<file path="src/rtl/xlt_pkg.sv">
package xlt_pkg;
  typedef enum logic [1:0] {ACC_LOAD = 2'd0, ACC_STORE = 2'd1, ACC_FETCH = 2'd2} acc_e;
  typedef enum logic [1:0] {FK_NONE = 2'd0, FK_LOAD = 2'd1, FK_STORE = 2'd2, FK_INSN = 2'd3} fault_e;
  typedef enum logic [1:0] {ST_IDLE = 2'd0, ST_ISSUE = 2'd1, ST_WAIT = 2'd2} state_e;

  localparam int unsigned NUM_KINDS = 3;

  function automatic acc_e acc_of(input logic store, input logic fetch);
    if (fetch)      return ACC_FETCH;
    else if (store) return ACC_STORE;
    else            return ACC_LOAD;
  endfunction

  function automatic fault_e fault_of(input acc_e acc);
    case (acc)
      ACC_FETCH: return FK_INSN;
      ACC_STORE: return FK_STORE;
      default:   return FK_LOAD;
    endcase
  endfunction
endpackage

</file>
<file path="src/rtl/xlt_tag_bank.sv">
module xlt_tag_bank #(
  parameter int unsigned ENTRIES = 8,
  parameter int unsigned TAG_W   = 27,
  localparam int unsigned IDX_W  = $clog2(ENTRIES)
) (
  input  logic             clk,
  input  logic             rst_n,
  input  logic             flush_i,
  input  logic [IDX_W-1:0] rd_idx_i,
  input  logic [TAG_W-1:0] rd_tag_i,
  output logic             hit_o,
  input  logic             fill_en_i,
  input  logic             fill_own_i,
  input  logic [IDX_W-1:0] fill_idx_i,
  input  logic [TAG_W-1:0] fill_tag_i
);
  localparam logic [TAG_W-1:0] INVALID = '1;

  logic [TAG_W-1:0] tags_q [ENTRIES];
  logic [TAG_W-1:0] tags_d [ENTRIES];

  always_comb begin
    for (int i = 0; i < ENTRIES; i++) tags_d[i] = tags_q[i];
    if (flush_i) begin
      for (int i = 0; i < ENTRIES; i++) tags_d[i] = INVALID;
    end else if (fill_en_i) begin
      if (tags_q[fill_idx_i] != fill_tag_i) tags_d[fill_idx_i] = INVALID;
      if (fill_own_i)                       tags_d[fill_idx_i] = fill_tag_i;
    end
  end

  always_ff @(posedge clk or negedge rst_n) begin
    if (!rst_n) begin
      for (int i = 0; i < ENTRIES; i++) tags_q[i] <= INVALID;
    end else begin
      for (int i = 0; i < ENTRIES; i++) tags_q[i] <= tags_d[i];
    end
  end

  assign hit_o = (tags_q[rd_idx_i] == rd_tag_i) && (rd_tag_i != INVALID);

  p_flush_clears_r12: assert property (@(posedge clk) disable iff (!rst_n)
    flush_i |=> !hit_o);
  p_own_written_r5: assert property (@(posedge clk) disable iff (!rst_n)
    (fill_en_i && fill_own_i && !flush_i) |=> tags_q[$past(fill_idx_i)] == $past(fill_tag_i));
  p_match_kept_r5: assert property (@(posedge clk) disable iff (!rst_n)
    (fill_en_i && !fill_own_i && !flush_i && tags_q[fill_idx_i] == fill_tag_i)
      |=> tags_q[$past(fill_idx_i)] == $past(fill_tag_i));
  p_other_dropped_r5: assert property (@(posedge clk) disable iff (!rst_n)
    (fill_en_i && !fill_own_i && !flush_i && tags_q[fill_idx_i] != fill_tag_i)
      |=> tags_q[$past(fill_idx_i)] == INVALID);
endmodule

</file>
<file path="src/rtl/xlt_page_store.sv">
module xlt_page_store #(
  parameter int unsigned ENTRIES = 8,
  parameter int unsigned PPN_W   = 22,
  localparam int unsigned IDX_W  = $clog2(ENTRIES)
) (
  input  logic             clk,
  input  logic             wr_en_i,
  input  logic [IDX_W-1:0] wr_idx_i,
  input  logic [PPN_W-1:0] wr_ppn_i,
  input  logic [IDX_W-1:0] rd_idx_i,
  output logic [PPN_W-1:0] rd_ppn_o
);
  logic [PPN_W-1:0] ppn_q [ENTRIES];

  always_ff @(posedge clk) begin
    if (wr_en_i) ppn_q[wr_idx_i] <= wr_ppn_i;
  end

  assign rd_ppn_o = ppn_q[rd_idx_i];
endmodule

</file>
<file path="src/rtl/split_xlate_cache.sv">
module split_xlate_cache
  import xlt_pkg::*;
#(
  parameter int unsigned VA_W    = 39,
  parameter int unsigned PA_W    = 34,
  parameter int unsigned ENTRIES = 8,
  parameter int unsigned PG_BITS = 12,
  localparam int unsigned VPN_W  = VA_W - PG_BITS,
  localparam int unsigned PPN_W  = PA_W - PG_BITS
) (
  input  logic             clk,
  input  logic             rst_n,
  input  logic             flush_i,
  input  logic             bare_i,
  input  logic             priv_mach_i,
  input  logic             eff_mach_i,
  input  logic [VA_W-1:0]  mem_limit_i,
  input  logic             req_valid_i,
  input  logic [VA_W-1:0]  req_vaddr_i,
  input  logic             req_store_i,
  input  logic             req_fetch_i,
  output logic             resp_valid_o,
  output logic [PA_W-1:0]  resp_paddr_o,
  output logic [1:0]       resp_kind_o,
  output logic             walk_req_valid_o,
  input  logic             walk_req_ready_i,
  output logic [VPN_W-1:0] walk_req_vpn_o,
  output logic             walk_req_store_o,
  output logic             walk_req_fetch_o,
  input  logic             walk_rsp_valid_i,
  input  logic [PPN_W-1:0] walk_rsp_ppn_i
);
  localparam int unsigned IDX_W = $clog2(ENTRIES);

  state_e            state_q, state_d;
  logic [VA_W-1:0]   cap_vaddr_q;
  logic              cap_store_q, cap_fetch_q;
  logic              cap_en;

  logic [VPN_W-1:0]  req_vpn, cap_vpn;
  logic [IDX_W-1:0]  req_idx, cap_idx;
  acc_e              req_acc, cap_acc;
  logic              bypass, byp_fault, hit_sel, walk_fail, fill_en;
  logic [NUM_KINDS-1:0] hit_v;
  logic [PPN_W-1:0]  rd_ppn;

  assign req_vpn = req_vaddr_i[VA_W-1:PG_BITS];
  assign req_idx = req_vpn[IDX_W-1:0];
  assign req_acc = acc_of(req_store_i, req_fetch_i);
  assign cap_vpn = cap_vaddr_q[VA_W-1:PG_BITS];
  assign cap_idx = cap_vpn[IDX_W-1:0];
  assign cap_acc = acc_of(cap_store_q, cap_fetch_q);

  assign bypass    = bare_i || (priv_mach_i && (eff_mach_i || req_fetch_i));
  assign byp_fault = req_vaddr_i >= mem_limit_i;
  assign walk_fail = &walk_rsp_ppn_i;
  assign fill_en   = (state_q == ST_WAIT) && walk_rsp_valid_i && !walk_fail;

  // one tag bank per access kind
  for (genvar g = 0; g < NUM_KINDS; g++) begin : g_bank
    xlt_tag_bank #(.ENTRIES(ENTRIES), .TAG_W(VPN_W)) u_bank (
      .clk        (clk),
      .rst_n      (rst_n),
      .flush_i    (flush_i),
      .rd_idx_i   (req_idx),
      .rd_tag_i   (req_vpn),
      .hit_o      (hit_v[g]),
      .fill_en_i  (fill_en),
      .fill_own_i (cap_acc == acc_e'(g)),
      .fill_idx_i (cap_idx),
      .fill_tag_i (cap_vpn)
    );
  end

  xlt_page_store #(.ENTRIES(ENTRIES), .PPN_W(PPN_W)) u_pages (
    .clk      (clk),
    .wr_en_i  (fill_en),
    .wr_idx_i (cap_idx),
    .wr_ppn_i (walk_rsp_ppn_i),
    .rd_idx_i (req_idx),
    .rd_ppn_o (rd_ppn)
  );

  assign hit_sel = hit_v[req_acc];
  assign cap_en  = (state_q == ST_IDLE) && req_valid_i && !bypass && !hit_sel;

  always_comb begin
    state_d = state_q;
    case (state_q)
      ST_IDLE:  if (cap_en) state_d = ST_ISSUE;
      ST_ISSUE: if (walk_req_ready_i) state_d = ST_WAIT;
      ST_WAIT:  if (walk_rsp_valid_i) state_d = ST_IDLE;
      default:  state_d = ST_IDLE;
    endcase
  end

  always_ff @(posedge clk or negedge rst_n) begin
    if (!rst_n) begin
      state_q     <= ST_IDLE;
      cap_vaddr_q <= '0;
      cap_store_q <= 1'b0;
      cap_fetch_q <= 1'b0;
    end else begin
      state_q <= state_d;
      if (cap_en) begin
        cap_vaddr_q <= req_vaddr_i;
        cap_store_q <= req_store_i;
        cap_fetch_q <= req_fetch_i;
      end
    end
  end

  always_comb begin
    resp_valid_o = 1'b0;
    resp_paddr_o = '0;
    resp_kind_o  = FK_NONE;
    if (state_q == ST_IDLE) begin
      resp_valid_o = req_valid_i && (bypass || hit_sel);
      if (bypass) begin
        if (byp_fault) resp_kind_o  = fault_of(req_acc);
        else           resp_paddr_o = {req_vaddr_i[PA_W-1:PG_BITS], req_vaddr_i[PG_BITS-1:0]};
      end else begin
        resp_paddr_o = {rd_ppn, req_vaddr_i[PG_BITS-1:0]};
      end
    end else if (state_q == ST_WAIT) begin
      resp_valid_o = walk_rsp_valid_i;
      if (walk_fail) resp_kind_o  = fault_of(cap_acc);
      else           resp_paddr_o = {walk_rsp_ppn_i, cap_vaddr_q[PG_BITS-1:0]};
    end
  end

  assign walk_req_valid_o = (state_q == ST_ISSUE);
  assign walk_req_vpn_o   = cap_vpn;
  assign walk_req_store_o = cap_store_q;
  assign walk_req_fetch_o = cap_fetch_q;

  p_walk_hold_r7: assert property (@(posedge clk) disable iff (!rst_n)
    (walk_req_valid_o && !walk_req_ready_i) |=> walk_req_valid_o && $stable(walk_req_vpn_o));
  p_miss_walks_r7: assert property (@(posedge clk) disable iff (!rst_n)
    cap_en |=> walk_req_valid_o && walk_req_vpn_o == $past(req_vpn));
  p_bypass_no_walk_r8: assert property (@(posedge clk) disable iff (!rst_n)
    (state_q == ST_IDLE && req_valid_i && bypass) |=> !walk_req_valid_o);
  p_fault_zero_addr_r11: assert property (@(posedge clk) disable iff (!rst_n)
    (resp_valid_o && resp_kind_o != FK_NONE) |-> resp_paddr_o == '0);
endmodule

</file>
<file path="config.mk">
export PLATFORM = sky130hd
export DESIGN_NAME = split_xlate_cache
export DESIGN_NICKNAME = d
export VERILOG_FILES = /design/src/rtl/xlt_pkg.sv /design/src/rtl/xlt_tag_bank.sv /design/src/rtl/xlt_page_store.sv /design/src/rtl/split_xlate_cache.sv
export SDC_FILE = /design/constraint.sdc
export NUM_CORES = 2
export LEC_CHECK = 0
export BUFFER_PORTS_ARGS = -buffer_cell sky130_fd_sc_hd__buf_2
export CORE_ASPECT_RATIO = 0.5
export CORE_MARGIN = 8
export CORE_UTILIZATION = 25
export CTS_CLUSTER_SIZE = 12
export DETAILED_ROUTE_END_ITERATION = 10
export HOLD_SLACK_MARGIN = 0.03
export PLACE_DENSITY = 0.43
export SLEW_MARGIN = 25
export SYNTH_ARGS = -nofsm -noshare
export SYNTH_HDL_FRONTEND = slang
export SYNTH_HIERARCHICAL = 1
export SYNTH_SLANG_ARGS = --single-unit
</file>
<file path="constraint.sdc">
create_clock -name clk -period 6.16 [get_ports clk]
set_input_delay 0 -clock clk [delete_from_list [all_inputs] [get_ports clk]]
set_output_delay 0 -clock clk [all_outputs]
set_load 0.005 [all_outputs]
</file>
==> impl_results.md <==
- Worst Tran Pin Value: about 1.1 ns
- Critical-path maximum fanout: 113
- Core area: approximately 210000 sq um
- Register area share after synthesis: 0.452
- H-Tree Depth: 3
- First-pass GRT wire length: 305 mm
- Worst EP required: 6.78 ns
- Final worst slack: 1.15 ns
- Final Setup Violations: 0
- Hold_sp: walk_rsp_ppn_i[6]
- Final non-filler cell total: approximately 7600
- Wire per inst: 27.7 um
- CTS tree: done
- Detailed Place HPWL: 127 mm
- Post-route cell area: approximately 59000 sq um
- Total of max-cap violations: 0
- Crit end category: flip-flop
- Initial Utilization: 0.251
- Layout Skew: between 0.02 and 0.025 ns
- Fraction of registers with async set/reset: 0.797
- Worst-Skew Late Latency: 0.73 ns
- R2r setup slk: 1.15 ns
- Die Area: 223000 sq um
- Power per cell area: between 200 and 300 nW/um^2
- Syn Nets: 4918
- Remaining DRCs: 0
- Top_reg_cell synth: dfstp_2
- Internal: 0.0110 W
- Number of buffers added for setup after CTS: 0
- CP Class: reg2reg
- Sum of negative setup slack: 0 ns
- Comb pwr share: 0.250
- DP Worst Slack: 1.32 ns
- Arrival time worst endpoint: about 5.6 ns
- Port Buffers: 177
- Status: finished clean
- PostCTS Resize Cnt: 0
- Register share of total power: 0.382
- Largest net degree at the start of global routing: 178
- Switching part of the total: 0.350
- Hold endpoint: u_pages/ppn_q[1][6]$_DFFE_PP_
- Pins Over Slew Limit: 0
- Yosys cell types: 56
- Worst-path clk slew: 0.06 ns
- Reported net switching power: slightly below 0.006 W
- GRT Total Usage: 0.182
- Post-route antenna net violation count: 0
- Total gr overflow: 0
- Reg-to-reg endpoint: g_bank[1].u_bank/tags_q[94]$_DFFE_PN1P_
- Placed cells: 7371
- Clock sinks: 867
- Post-synth EDFFs: 176
- Final min period: 5.01 ns
- DIE HEIGHT: 338 um
- Most common cell after layout, fill and taps aside: a21oi_1
- LEAKAGE: 19.3 nW
- Mapped Cells: 4768
- Fmax: 200 MHz
- Max Root-Sink Buffers: 3
- Commonest cells after routing, fill and taps aside: 661 x a21oi_1, 648 x dfstp_2, 418 x nand2_1
- Vias in the first global route: 42200
- Seq cells post-synth: 867
- Average via count per standard cell: 5.59
- Synthesized area per cell: 10.9 sq um
- Startpoint types: flip-flop
- Die X: 659 um
- Initial antenna violation count: 5
- # nets final: 4935
- Slew margin rel.: 0.261
- HP Class: in2reg
- FF-to-FF path depth: 9
- RSZ-0062 raised after global routing: no
- TritonCTS Buffers: 100
- Placer Congestion: 0.831
- DRT iter0 DRCs: 4326
- DP Area: 55300 sq um
- Routed WL: approximately 210 mm
- Yosys warning total: 6
- Total number of vias: 42600
- I/O pins: approximately 180
- Clk root buf: clkbuf_16
- TritonRoute pass-1 iters: 6
- Area Overhead vs Synth: 14.8%
- RR Startpoint: cap_vaddr_q[13]$_DFFE_PN0P_
- VDD IR-drop max: 207 uV
- Share of post-route cells with drive strength above 1: 0.321
- Final Cycle Share: 0.813
- Row count: between 100 and 150
- Netlist Area Pre-Place: 51800 sq um
- Hold Vio Cnt, Final: 0
- Clock share of power: 0.369
- Hold path depth: 2
==> power by group through the flow <==
| stage | Clock [W] | Combinational (W) | Sequential [W] |
|---|---|---|---|
| 2_1_floorplan | 0 | 0.00241 | 0.00642 |
| 3_5_place_dp | 0 | 0.00412 | 0.00652 |
| 6_report | 0.00621 | 0.00421 | 0.00643 |
| 4_1_cts | 0.00636 | 0.00416 | 0.00643 |
| 5_1_grt | 0.00659 | 0.00442 | 0.00645 |
| 3_3_place_gp | 0 | 0.00409 | 0.00652 |
==> layout make-up <==
class                      count  area (sq um)
fill                       21200        147000
multi-input combinational   3350         25900
sequential                   867         23400
tap                         2760          3450
timing repair buffer         411          3130
clock buffer                 144          2900
clock inverter                36           447
inverter                      55           206
antenna                        3          7.51
==> flip-flops by register name, summed over array words and instances (netlist names) <==
register              cells
walk_req_store_o          1
state_q                   2
walk_req_fetch_o          1
u_pages/ppn_q           176
cap_vaddr_q              39
g_bank.u_bank/tags_q    648
==> cell usage after synthesis, types with 4 or more instances <==
library cell,number,share of area
a211oi_1,7,0.0010
a21o_1,7,0.0010
a21oi_1,661,0.064
a221o_1,4,0.00077
a221oi_1,12,0.0020
a22oi_1,37,0.0054
a31oi_1,7,0.00085
and3_1,4,0.00048
buf_1,93,0.0067
buf_2,64,0.0062
buf_4,64,0.0093
buf_6,48,0.010
clkbuf_1,227,0.016
dfrtp_1,43,0.021
dfstp_2,648,0.33
edfxtp_1,176,0.10
ha_1,39,0.0094
inv_1,55,0.0040
mux2_2,88,0.019
mux2i_1,216,0.042
mux4_1,38,0.019
mux4_2,261,0.11
nand2_1,421,0.031
nand2b_1,21,0.0025
nand3_1,23,0.0022
nand4_1,60,0.0073
nor2_1,364,0.026
nor2b_1,90,0.011
nor3_1,13,0.0013
nor4_1,25,0.0030
o21a_1,5,0.00073
o21ai_0,41,0.0040
o21bai_1,9,0.0013
o22ai_1,370,0.045
o31ai_1,330,0.048
or4_1,6,0.00087
xnor2_1,78,0.013
xor2_1,84,0.014
==> timing repair <==
| action | 4_1_cts | 5_1_grt |
|---|---|---|
| endpoints found under the hold margin | 420 | 2 |
| endpoints found under the setup margin | 0 | 0 |
| hold buffers | 67 | 2 |
==> cells by family (layout without fill, tap and decap cells) <==
group	count (synthesis)	count (layout)	share of synthesized area
XOR/XNOR	162	162	0.0274
AND/OR/NAND/NOR	1042	1042	0.0880
flip-flops	867	867	0.452
buffers and inverters	551	646	0.0531
other	0	3	0
multiplexers	606	606	0.195
adder cells (fa/ha/maj)	39	39	0.00943
AO/OA/AOI/OAI	1501	1501	0.176
==> worst max-delay path, cell delays in order, from the launching register on <==
cell and delay [ns]:
dfrtp_4 0.95, inv_1 0.62, nor2_1 0.46, a221oi_1 0.14
xor2_1 0.16, or4_1 0.56, nor4_1 0.61, and3_4 0.61
buf_12 0.46, o31ai_1 0.18
==> per-stage QoR <==
step | utilization | power [W] | hold WS [ns]
CTS | 0.287 | 0.0170 | 0.0592
floorplan | - | 0.00883 | -0.296
global placement | 0.268 | 0.0106 | 0.208
global route | 0.288 | 0.0175 | 0.0874
detailed placement | 0.268 | 0.0106 | 0.208
finish | 0.288 | 0.0169 | 0.112
==> layer usage <==
layer  vias to the layer above  global-route usage  share of wire
li1                      18100                   -              -
met1                     22300               0.248           0.43
met2                      1881               0.294           0.46
met3                       374              0.0330          0.070
met4                         0              0.0559          0.032
met5                         -                   0              0
==> how the worst max path moves through the flow <==
stage                                startpoint                                       end  slack [ns]  cells after the start
floorplan                state_q[0]$_DFFE_PN0P_             u_pages/ppn_q[4][0]$_DFFE_PP_        2.31                      7
global placement    cap_vaddr_q[12]$_DFFE_PN0P_  g_bank[0].u_bank/tags_q[171]$_DFFE_PN1P_        1.34                      9
detailed placement  cap_vaddr_q[13]$_DFFE_PN0P_  g_bank[1].u_bank/tags_q[196]$_DFFE_PN1P_        1.32                      9
CTS                             req_vaddr_i[13]                              resp_valid_o        1.31                     17
global route                    req_vaddr_i[13]                              resp_valid_o        0.92                     17
finish              cap_vaddr_q[13]$_DFFE_PN0P_   g_bank[1].u_bank/tags_q[94]$_DFFE_PN1P_        1.15                      9
Note: power is estimated with default switching activity, not from simulation.
